[src/rtl/prio_irq_pkg.sv]
package prio_irq_pkg;
  localparam int LVL_W = 3;
  typedef logic [LVL_W-1:0] lvl_t;
  localparam lvl_t LVL_OFF = '0;
endpackage

[src/rtl/prio_lvl_bank.sv]
module prio_lvl_bank
  import prio_irq_pkg::*;
#(
  parameter int NUM_SRC = 8,
  parameter int IDX_W   = (NUM_SRC > 1) ? $clog2(NUM_SRC) : 1
) (
  input  logic                     clk,
  input  logic                     rst,
  input  logic                     wr_en,
  input  logic [IDX_W-1:0]         sel,
  input  lvl_t                     wr_lvl,
  output lvl_t                     rd_lvl,
  output logic [NUM_SRC*LVL_W-1:0] lvl_flat
);

  lvl_t lvl_q [NUM_SRC];

  for (genvar g = 0; g < NUM_SRC; g++) begin : g_field
    always_ff @(posedge clk) begin
      if (rst)
        lvl_q[g] <= LVL_OFF;
      else if (wr_en && sel == IDX_W'(g))
        lvl_q[g] <= wr_lvl;
    end
    assign lvl_flat[g*LVL_W +: LVL_W] = lvl_q[g];
  end

  always_comb begin
    rd_lvl = LVL_OFF;
    for (int i = 0; i < NUM_SRC; i++)
      if (sel == IDX_W'(i)) rd_lvl = lvl_q[i];
  end

  // a write lands in the addressed field on the next edge
  a_r1_write_lands: assert property (@(posedge clk) disable iff (rst)
    wr_en |=> (lvl_flat[$past(sel)*LVL_W +: LVL_W] == $past(wr_lvl)));

  // fields come out of reset cleared
  a_r2_reset_clear: assert property (@(posedge clk) disable iff (rst)
    $past(rst) |-> (lvl_flat == '0));

endmodule

[src/rtl/prio_pick.sv]
module prio_pick
  import prio_irq_pkg::*;
#(
  parameter int NUM_SRC = 8,
  parameter int IDX_W   = (NUM_SRC > 1) ? $clog2(NUM_SRC) : 1
) (
  input  logic [NUM_SRC-1:0]       pend,
  input  logic [NUM_SRC*LVL_W-1:0] lvl_flat,
  output logic                     hit,
  output lvl_t                     win_lvl,
  output logic [IDX_W-1:0]         win_idx
);

  // Ascending scan with strict compare: a later index only wins on a
  // strictly larger level, so equal levels keep the lowest index.
  // Starting from level 0 excludes level-0 sources automatically.
  always_comb begin
    win_lvl = LVL_OFF;
    win_idx = '0;
    for (int i = 0; i < NUM_SRC; i++) begin
      if (pend[i] && (lvl_flat[i*LVL_W +: LVL_W] > win_lvl)) begin
        win_lvl = lvl_flat[i*LVL_W +: LVL_W];
        win_idx = IDX_W'(i);
      end
    end
    hit = (win_lvl != LVL_OFF);
  end

  // a hit always carries a non-zero level from a pending source
  always_comb begin
    a_r3_hit_nonzero: assert (!hit || (pend[win_idx] &&
      lvl_flat[win_idx*LVL_W +: LVL_W] == win_lvl && win_lvl != LVL_OFF));
  end

endmodule

[src/rtl/prio_irq_ctrl.sv]
module prio_irq_ctrl
  import prio_irq_pkg::*;
#(
  parameter int NUM_SRC  = 8,
  parameter int VEC_W    = 8,
  parameter int VEC_BASE = 16,
  localparam int IDX_W   = (NUM_SRC > 1) ? $clog2(NUM_SRC) : 1
) (
  input  logic               clk,
  input  logic               rst,
  input  logic [NUM_SRC-1:0] pend,
  input  logic               cfg_wr,
  input  logic [IDX_W-1:0]   cfg_idx,
  input  logic [LVL_W-1:0]   cfg_wlvl,
  output logic [LVL_W-1:0]   cfg_rlvl,
  output logic               irq_valid,
  output logic [LVL_W-1:0]   irq_level,
  output logic [VEC_W-1:0]   irq_vector,
  output logic               wake
);

  logic [NUM_SRC*LVL_W-1:0] lvl_flat;
  logic                     pick_hit;
  lvl_t                     pick_lvl;
  logic [IDX_W-1:0]         pick_idx;

  prio_lvl_bank #(.NUM_SRC(NUM_SRC), .IDX_W(IDX_W)) u_bank (
    .clk(clk), .rst(rst), .wr_en(cfg_wr), .sel(cfg_idx),
    .wr_lvl(cfg_wlvl), .rd_lvl(cfg_rlvl), .lvl_flat(lvl_flat)
  );

  prio_pick #(.NUM_SRC(NUM_SRC), .IDX_W(IDX_W)) u_pick (
    .pend(pend), .lvl_flat(lvl_flat), .hit(pick_hit),
    .win_lvl(pick_lvl), .win_idx(pick_idx)
  );

  always_ff @(posedge clk) begin
    if (rst || !pick_hit) begin
      irq_valid  <= 1'b0;
      irq_level  <= LVL_OFF;
      irq_vector <= '0;
    end else begin
      irq_valid  <= 1'b1;
      irq_level  <= pick_lvl;
      irq_vector <= VEC_W'(VEC_BASE) + VEC_W'(pick_idx);
    end
  end

  // Wake follows raw pending lines; level has no say.
  assign wake = |pend;

  logic [VEC_W-1:0] out_idx;
  assign out_idx = irq_vector - VEC_W'(VEC_BASE);

  // idle outputs read zero
  a_r9_idle_zero: assert property (@(posedge clk) disable iff (rst)
    !irq_valid |-> (irq_level == '0 && irq_vector == '0));

  // vector stays inside the block's range
  a_r7_vec_range: assert property (@(posedge clk) disable iff (rst)
    irq_valid |-> (irq_vector >= VEC_W'(VEC_BASE) &&
                   irq_vector <  VEC_W'(VEC_BASE + NUM_SRC)));

  // offered source was pending at the previous edge
  a_r8_winner_was_pending: assert property (@(posedge clk) disable iff (rst)
    (irq_valid && !$past(rst)) |-> ((($past(pend) >> out_idx) & 1) != 0));

  // an offered request implies wake was up when it was sampled
  a_r4_wake_before_valid: assert property (@(posedge clk) disable iff (rst)
    $rose(irq_valid) |-> $past(wake));

endmodule

[config.mk]
export PLATFORM = sky130hd
export DESIGN_NAME = prio_irq_ctrl
export DESIGN_NICKNAME = d
export VERILOG_FILES = /design/src/rtl/prio_irq_pkg.sv /design/src/rtl/prio_lvl_bank.sv /design/src/rtl/prio_pick.sv /design/src/rtl/prio_irq_ctrl.sv
export SDC_FILE = /design/constraint.sdc
export NUM_CORES = 1
export LEC_CHECK = 0
export ABC_CLOCK_PERIOD_IN_PS = 23400
export BUFFER_PORTS_ARGS = -buffer_cell sky130_fd_sc_hd__buf_2
export CAP_MARGIN = 20
export CORE_ASPECT_RATIO = 0.75
export CORE_UTILIZATION = 55
export DETAILED_ROUTE_END_ITERATION = 10
export PLACE_DENSITY = 0.8
export REMOVE_ABC_BUFFERS = 1
export SYNTH_ARGS = -nofsm -noshare
export SYNTH_HDL_FRONTEND = slang
export SYNTH_SLANG_ARGS = --single-unit
[constraint.sdc]
create_clock -name clk -period 23.4 [get_ports clk]
set_input_delay 4.68 -clock clk [delete_from_list [all_inputs] [get_ports clk]]
set_output_delay 4.68 -clock clk [all_outputs]
set_load 0.05 [all_outputs]
* Yosys cells after proc, flatten, opt, wreduce, memory -nomap -nowiden
Memory sizes are Yosys's and may differ from the RTL's. Cells that the tools add are included.
Cells by class: equality and inequality tests 7, bitwise operators 8, $lt $le $gt $ge 8, multiplexer cells 58, add/sub/neg operators 1, reductions and logical operators 21
Operators with widths (count):
- 3-bit 2-to-1 mux | 28
- 1-bit 2-to-1 mux | 28
- 3-bit greater-than comparator | 7
- 1-bit logical AND | 16
- 3-bit == test (second input constant) | 4
- 1-bit bitwise OR | 8
- 8-bit OR reduction | 1
- 5-bit by 3-bit adder with 6-bit output (first input constant) | 1
- 3-bit by 2-bit == test with 1-bit output (second input constant) | 2
- 2-bit 2-to-1 mux | 2
- 3-bit by 1-bit == test with 1-bit output (second input constant) | 1
- 3-bit by 1-bit greater-than comparator with 1-bit output (second input constant) | 1
- 3-bit zero test | 1
- 3-bit nonzero test | 1
- 1-bit zero test | 1
- 1-bit logical OR | 1
Word-level totals: memories kept 1, bits in writable memories 24, register bits 12, input port bits 17
Memory list:
- u_bank.lvl_q | depth 8, bits a word 3, read ports 8, clocked after Yosys merged registers in 0, wr ports 8, RTL line prio_lvl_bank.sv:16 | lvl_t lvl_q [NUM_SRC];

* Depth between registers and ports, before layout
Gate-level depths: netlist of run 1. An unclocked memory read counts as a cell.
depth in word-level cells 29, mapped depth 47

* By module
A second synthesis of run 1 with hierarchy kept.
Unflattened totals: cell total of the unflattened synthesis 266, area, all modules 2481.1 um^2
Modules (own cells, without submodules):
- prio_lvl_bank | area an instance 1270.0 um^2, cells each 110, sequential area each 720.7 um^2, times used 1
- prio_pick | area an instance 949.7 um^2, cells each 133, sequential area each 0.0 um^2, times used 1
- prio_irq_ctrl | area an instance 261.5 um^2, cells each 23, sequential area each 160.2 um^2, times used 1

* Worst setup path after synthesis of run 1
No wires, ideal clock.
kind input port to flip-flop, from input port pend[0], to register irq_vector[0], cell stages on the path 44, path buffers 0, required time 23258 ps, path slack 9776 ps, arrival 13483 ps, path through nand2_1 -> ha_1 -> nor2_1 -> a31o_2 -> o21ai_0 -> nand2_1 -> ha_1 -> nor2_1 -> o21ai_1 -> nor2_1 -> a21o_1 -> a211oi_1 -> ha_1 -> or2_2 -> o32ai_4 -> o311a_1 -> mux2i_1 -> inv_1 -> (+8 left out) -> o221ai_1 -> inv_1 -> a211oi_4 -> mux2_2 -> ha_1 -> a21oi_1 -> maj3_1 -> nand2_1 -> mux2_2 -> ha_1 -> nand3_1 -> nand2_1 -> a21oi_1 -> inv_1 -> nand2_1 -> o21ai_0 -> a2111oi_2 -> a211oi_1
Between the ends: longest elaborated chain between the ends 26, elaborated cells on any way between the ends 34, those cells by class add/sub (1); order compare (7); mux (15); reduce/logical (11)
RTL lines:
- start, declared | RTL line prio_irq_ctrl.sv:11 | input logic [NUM_SRC-1:0] pend,
- 1-bit logical AND * | RTL line prio_pick.sv:21 | if (pend[i] && (lvl_flat[i*LVL_W +: LVL_W] > win_lvl)) begin
- 3-bit 2-to-1 mux * | RTL line prio_pick.sv:21
- branches (longest 24 deep; another with 3-bit greater-than comparator)
- end signal, assigned | RTL line prio_irq_ctrl.sv:45 | irq_vector <= VEC_W'(VEC_BASE) + VEC_W'(pick_idx);
- end, declared | RTL line prio_irq_ctrl.sv:18 | output logic [VEC_W-1:0] irq_vector,
Every way passes the cells marked *. A chain may end at the register's enable or synchronous reset.

* Worst setup path after layout of run 1
Same ends and word-level chain as after synthesis.

==> results_dict.tcl, run 1 <==
set metrics [dict create \
    status "finished, final reports clean" \
    startpoint_type "input port" \
    numCtsBuffers 5 \
    period_minus_slack_ns 14.75 \
    ctsResizeCount 0 \
    yosysSeqAreaShare_pct 33.48 \
    gr-usage-all-layers_pct 25.01 \
    period_share_pct 63.03 \
    gr-max-usage-layer "met2" \
    synth.cell_area_sq_um 2631 \
    wl_per_cell_um 16.17 \
    synth_xor_area_share_pct 0 \
    slowest_delay_ns 0.56 \
    seqCellArea_sq_um 880.8 \
    fin_cells 367 \
    syn_avg_cell_area_sq_um 9.331 \
    crit_fanout 7 \
    drtIter0Drc 152 \
    grt_use_met3_pct 4.818 \
    crit_top_cell "ha_1" \
    ys_types 67 \
    whs_ns 0.6819 \
    vdd_ir_drop_max_uv 40.66 \
    most-common-layout-cells "33 x nand2_1, 28 x buf_2, 26 x and2_1" \
    cp-end-kind "register" \
    grt_pass1_wl_um 9039 \
    ys_async_sr_fraction_pct 0 \
    final_common_cell "nand2_1" \
    cts_num_sinks 32 \
    setup_viol 0 \
    clock_skew_ns 0.005827 \
    grt_util_met1_pct 36.36 \
    rsz0062_at_grt "false" \
    wl_um 5933 \
    synth_edf_count 24 \
    tns_ns 0 \
    start_util_pct 58.22 \
    yosys.area_share.simple_pct 23.97 \
    cts_buffer_depth 2 \
    fin_area_sq_um 2888 \
    yosysWarningCount 0 \
    multi_input_area_sq_um 1638 \
    antenna_found_initial 0 \
    place_inst 359 \
    die_h_um 61.90 \
    slew_violations 0 \
    cts_tree "yes" \
    worstSkewPairLatency_ns 0.28 \
    die_w_um 81.87 \
    clkTransAtPathRegs_ns 0.06 \
    hold_viol_final 0 \
    place_area_sq_um 2798 \
    synth_ff_type "edfxtp_1" \
    synth_top_family_by_area "simple AND/OR/NAND/NOR gates" \
    die_area_sq_um 5067 \
    n_fill_cell 386 \
    postRouteAntennaNets 0 \
    ioPinCount 33 \
    cpMaxStageDelayCell "a2111oi_2" \
    dpl.hpwl_um 4703 \
    crit_required_ns 23.54 \
    power.total_uw 197.3 \
    grt-ovfl-total 0 \
    synthAdderAreaFrac_pct 7.608 \
    vias 2264 \
    crit_type "input port to register" \
    synth_compound_area_share_pct 23.44 \
    p_leak_nw 1.181 \
    worstPathArrival_ns 14.89 \
    cts_root_buf "clkbuf_8" \
    gp_congestion 0.8557 \
    num_antenna_cells 0 \
    grt_max_degree 19 \
    layout-drive-gt1-share_pct 21.94 \
    use_met2_pct 37.19 \
    area_growth_pct 9.748 \
    cts_setup_buffers 0 \
    power_density_nw_per_um2 68.32 \
    h-tree-depth 2 \
    io_buffers 28 \
    nets 338 \
    synth_seq_cells 32 \
    synthMuxAreaShare_pct 6.657 \
    syn_inst 282 \
    ctsHoldBuffers 0 \
    drcViolationCount 0 \
    maxCapViolCount 0 \
    min_path_type "register to register" \
    core_sq_um 4519 \
    rows 21 \
    viasPerCell 6.169 \
    first_pass_iters 5 \
    worst_pin_slew_ns 0.5363 \
    fmax_mhz 67.80 \
    max_slew_margin_pct 63.74 \
    grt_pass1_vias 1855 \
]
==> final timing paths <==
check,startpoint,endpoint,slack [ns],cells after the start
worst max-delay path,pend[0],irq_vector[0]$_SDFF_PP0_,8.65,45
worst min-delay path,u_bank.lvl_q[1][9]$_SDFFCE_PN0P_,irq_level[0]$_SDFF_PP0_,0.68,2
worst max register to register,u_bank.lvl_q[0][2]$_SDFFCE_PN0P_,irq_vector[0]$_SDFF_PP0_,12.77,44
worst min register to register,u_bank.lvl_q[1][9]$_SDFFCE_PN0P_,irq_level[0]$_SDFF_PP0_,0.68,2
==> cells in the mapped netlist, drive strengths merged (2+ instances only) <==
cell type,n,area [sq um]
o21bai,5,37.54
nand2,34,130.1
or2,4,25.02
o31ai,2,15.01
o22ai,2,12.51
a21o,3,30.02
a211oi,9,80.08
nor2b,5,38.78
a31o,5,43.79
nor4,3,33.78
o31a,2,18.77
a31oi,5,52.55
buf,5,33.78
nand2b,2,12.51
mux2i,4,40.04
ha,12,150.1
mux4,5,112.6
dfxtp,8,160.2
nor2,20,75.07
a21oi,19,106.4
nand3,4,20.02
mux2,2,22.52
o211a,2,20.02
and2,27,171.4
clkbuf,6,22.52
nor3b,3,22.52
o311a,2,20.02
o311ai,2,17.52
o21ai,7,35.03
inv,18,67.56
maj3,5,50.05
edfxtp,24,720.7
and3,2,12.51
nor3,5,30.03
==> metrics by stage <==
stage          setup slack, ns  util, %
3_5_place_dp             8.559    61.90
2_1_floorplan            9.779        -
6_report                 8.650    63.90
4_1_cts                  8.795    63.90
5_1_grt                  7.977    63.90
3_3_place_gp             8.815    61.90
==> area by class of cell <==
class | instances | area share, %
inverter | 18 | 2.340
timing repair buffer | 28 | 4.853
tap | 57 | 2.470
sequential | 32 | 30.50
clock buffer | 7 | 2.990
clock inverter | 1 | 0.1300
multi-input combinational | 224 | 56.72
==> state kept, by name, indices dropped and copies added (netlist names) <==
name,flops
u_bank.lvl_q,24
irq_vector,4
irq_level,3
irq_valid,1
==> where the power goes <==
group	switching (mW)	internal (mW)
sequential	0.00434	0.0671
combinational	0.0532	0.0302
clock	0.0190	0.0235
total	0.0765	0.121
==> cells by family after synthesis <==
kind of cell    count (synthesis)
simple gates                  116
fa+ha+maj                      17
compound gates                 76
buf+inv                        29
other cells                     1
flops                          32
mux                            11
==> critical path, delay by kind of cell <==
kind,cells,cell delay (ns)
compound gates,17,3.97
fa+ha+maj,8,2.42
simple gates,13,2.28
mux,3,1.07
buf+inv,4,0.50
==> routing by layer <==
metal	routed length, um	part of all wire, %
met5	0	0
met4	85	1.4
met3	398	6.7
met2	2614	44
met1	2834	48
Power figures use the tool's default switching activity.
==> run 2, diff against run 1 <==
--- a/config.mk
+++ b/config.mk
@@ -5,7 +5,7 @@
 export SDC_FILE = /design/constraint.sdc
 export NUM_CORES = 1
 export LEC_CHECK = 0
-export ABC_CLOCK_PERIOD_IN_PS = 23400
+export ABC_CLOCK_PERIOD_IN_PS = 15050
 export BUFFER_PORTS_ARGS = -buffer_cell sky130_fd_sc_hd__buf_2
 export CAP_MARGIN = 20
 export CORE_ASPECT_RATIO = 0.75
==> constraint.sdc (replaced) <==
create_clock -name clk -period 15.05 [get_ports clk]
set_input_delay 3.01 -clock clk [delete_from_list [all_inputs] [get_ports clk]]
set_output_delay 3.01 -clock clk [all_outputs]
set_load 0.05 [all_outputs]
==> run 2 against run 1 <==
Net effect: global-route usage up 0.93 points; non-clock buffer count unchanged; largest cell class unchanged; clock-buffer cell count down 1; highest routed layer unchanged; largest power group unchanged; via count up 0.13%; combinational power up 55%; critical path depth unchanged; clock skew down 0.0028 ns; sequential share of layout area about the same.
==> results_dict.tcl, run 2 (synthesized netlist as in run 1, its figures left out) <==
set metrics [dict create \
    status "finished, final reports clean" \
    first_pass_iters 5 \
    wl_per_cell_um 16.03 \
    clock_skew_ns 0.002999 \
    ioPinCount 33 \
    slew_violations 0 \
    whs_ns 0.6862 \
    n_fill_cell 364 \
    numCtsBuffers 5 \
    startpoint_type "input port" \
    ctsResizeCount 0 \
    nets 338 \
    cts_root_buf "clkbuf_8" \
    postRouteAntennaNets 0 \
    gr-usage-all-layers_pct 25.94 \
    num_antenna_cells 0 \
    viasPerCell 6.177 \
    worst-path-buf-inv 4 \
    layout-drive-gt1-share_pct 22.58 \
    most-common-layout-cells "33 x nand2_1, 28 x buf_2, 26 x and2_1" \
    fmax_mhz 77.34 \
    start_util_pct 58.22 \
    gp_congestion 0.9250 \
    ctsHoldBuffers 0 \
    wl_um 5882 \
    fin_ws_ns 2.120 \
    top_register "u_bank.lvl_q" \
    clkTransAtPathRegs_ns 0.06 \
    drcViolationCount 0 \
    die_w_um 81.87 \
    worst_pin_slew_ns 0.5131 \
    tns_ns 0 \
    power_density_nw_per_um2 105.9 \
    final_common_cell "nand2_1" \
    min_path_type "register to register" \
    power.total_uw 306.0 \
    slowest_delay_ns 0.54 \
    period_minus_slack_ns 12.93 \
    crit_fanout 7 \
    dp_slack_ns 1.950 \
    rsz0062_at_grt "false" \
    worstPathArrival_ns 13.07 \
    setup_viol 0 \
    io_buffers 28 \
    critical-path-top-delay-family "compound AO/OA/AOI/OAI gates" \
    grt_pass1_wl_um 9577 \
    area_growth_pct 9.843 \
    crit_type "input port to register" \
    grt_pass1_vias 1987 \
    cp-end-kind "register" \
    dpl.hpwl_um 4695 \
    max_slew_margin_pct 65.73 \
    drtIter0Drc 152 \
    rows 21 \
    maxCapViolCount 0 \
    vias 2267 \
    grt-ovfl-total 0 \
    die_area_sq_um 5067 \
    crit_required_ns 15.19 \
    fin_util_pct 63.95 \
    p_leak_nw 1.186 \
    hold_viol_final 0 \
    cts_setup_buffers 0 \
    cts_tree "yes" \
    cts_buffer_depth 2 \
    antenna_found_initial 0 \
    crit_top_cell "ha_1" \
    h-tree-depth 2 \
    reg.largest.list "u_bank.lvl_q (24), irq_vector (4), irq_level (3)" \
    cpMaxStageDelayCell "a2111oi_2" \
    vdd_ir_drop_max_uv 69.97 \
    die_h_um 61.90 \
    worstSkewPairLatency_ns 0.28 \
    core_sq_um 4519 \
    period_share_pct 85.92 \
    grt_max_degree 19 \
    largest_register_ffs 24 \
    cts_num_sinks 32 \
]
-- run 2: per-stage QoR --
stage               instance area, sq um  std cells
finish                              2890        367
global route                        2890        367
CTS                                 2890        367
detailed placement                  2798        359
global placement                    2798        359
floorplan                           2586        274
-- run 2: final timing paths --
path / from / to / slack, ns / cells past startpoint
max reg2reg: u_bank.lvl_q[0][2]$_SDFFCE_PN0P_ / irq_vector[0]$_SDFF_PP0_ / 4.59 / 44
min: u_bank.lvl_q[1][9]$_SDFFCE_PN0P_ / irq_level[0]$_SDFF_PP0_ / 0.69 / 2
min reg2reg: u_bank.lvl_q[1][9]$_SDFFCE_PN0P_ / irq_level[0]$_SDFF_PP0_ / 0.69 / 2
max: pend[0] / irq_vector[0]$_SDFF_PP0_ / 2.12 / 45
-- run 2: per-layer routing --
layer  wire length (um)  share of wire [%]  global-route usage [%]
met5                  0                  0                       0
met4                 90                1.5                   8.772
met3                451                7.7                   4.672
met2               2447                 42                   38.25
met1               2893                 49                   38.42
-- run 2: cell type report --
type                            instances  area [sq um]  area share (%)
Inverter                               18         67.56           2.338
Multi-Input combinational cell        224          1638           56.67
Timing Repair Buffer                   28         140.1           4.848
Clock inverter                          2         10.01          0.3463
Sequential cell                        32         880.8           30.48
Tap cell                               57         71.32           2.468
Clock buffer                            6         82.58           2.857
-- run 2: worst register-to-register path: cells and delay by family (launching register included) --
| family | cells | cell delay (ns) |
|---|---|---|
| flops | 1 | 0.37 |
| compound gates | 17 | 3.88 |
| fa+ha+maj | 8 | 2.38 |
| simple gates | 13 | 2.25 |
| mux | 3 | 1.06 |
| buf+inv | 3 | 0.37 |
-- run 2: where the power goes --
group | internal, mW | switching [mW]
registers | 0.104 | 0.00675
logic | 0.0467 | 0.0825
clock network | 0.0364 | 0.0294
total | 0.187 | 0.119
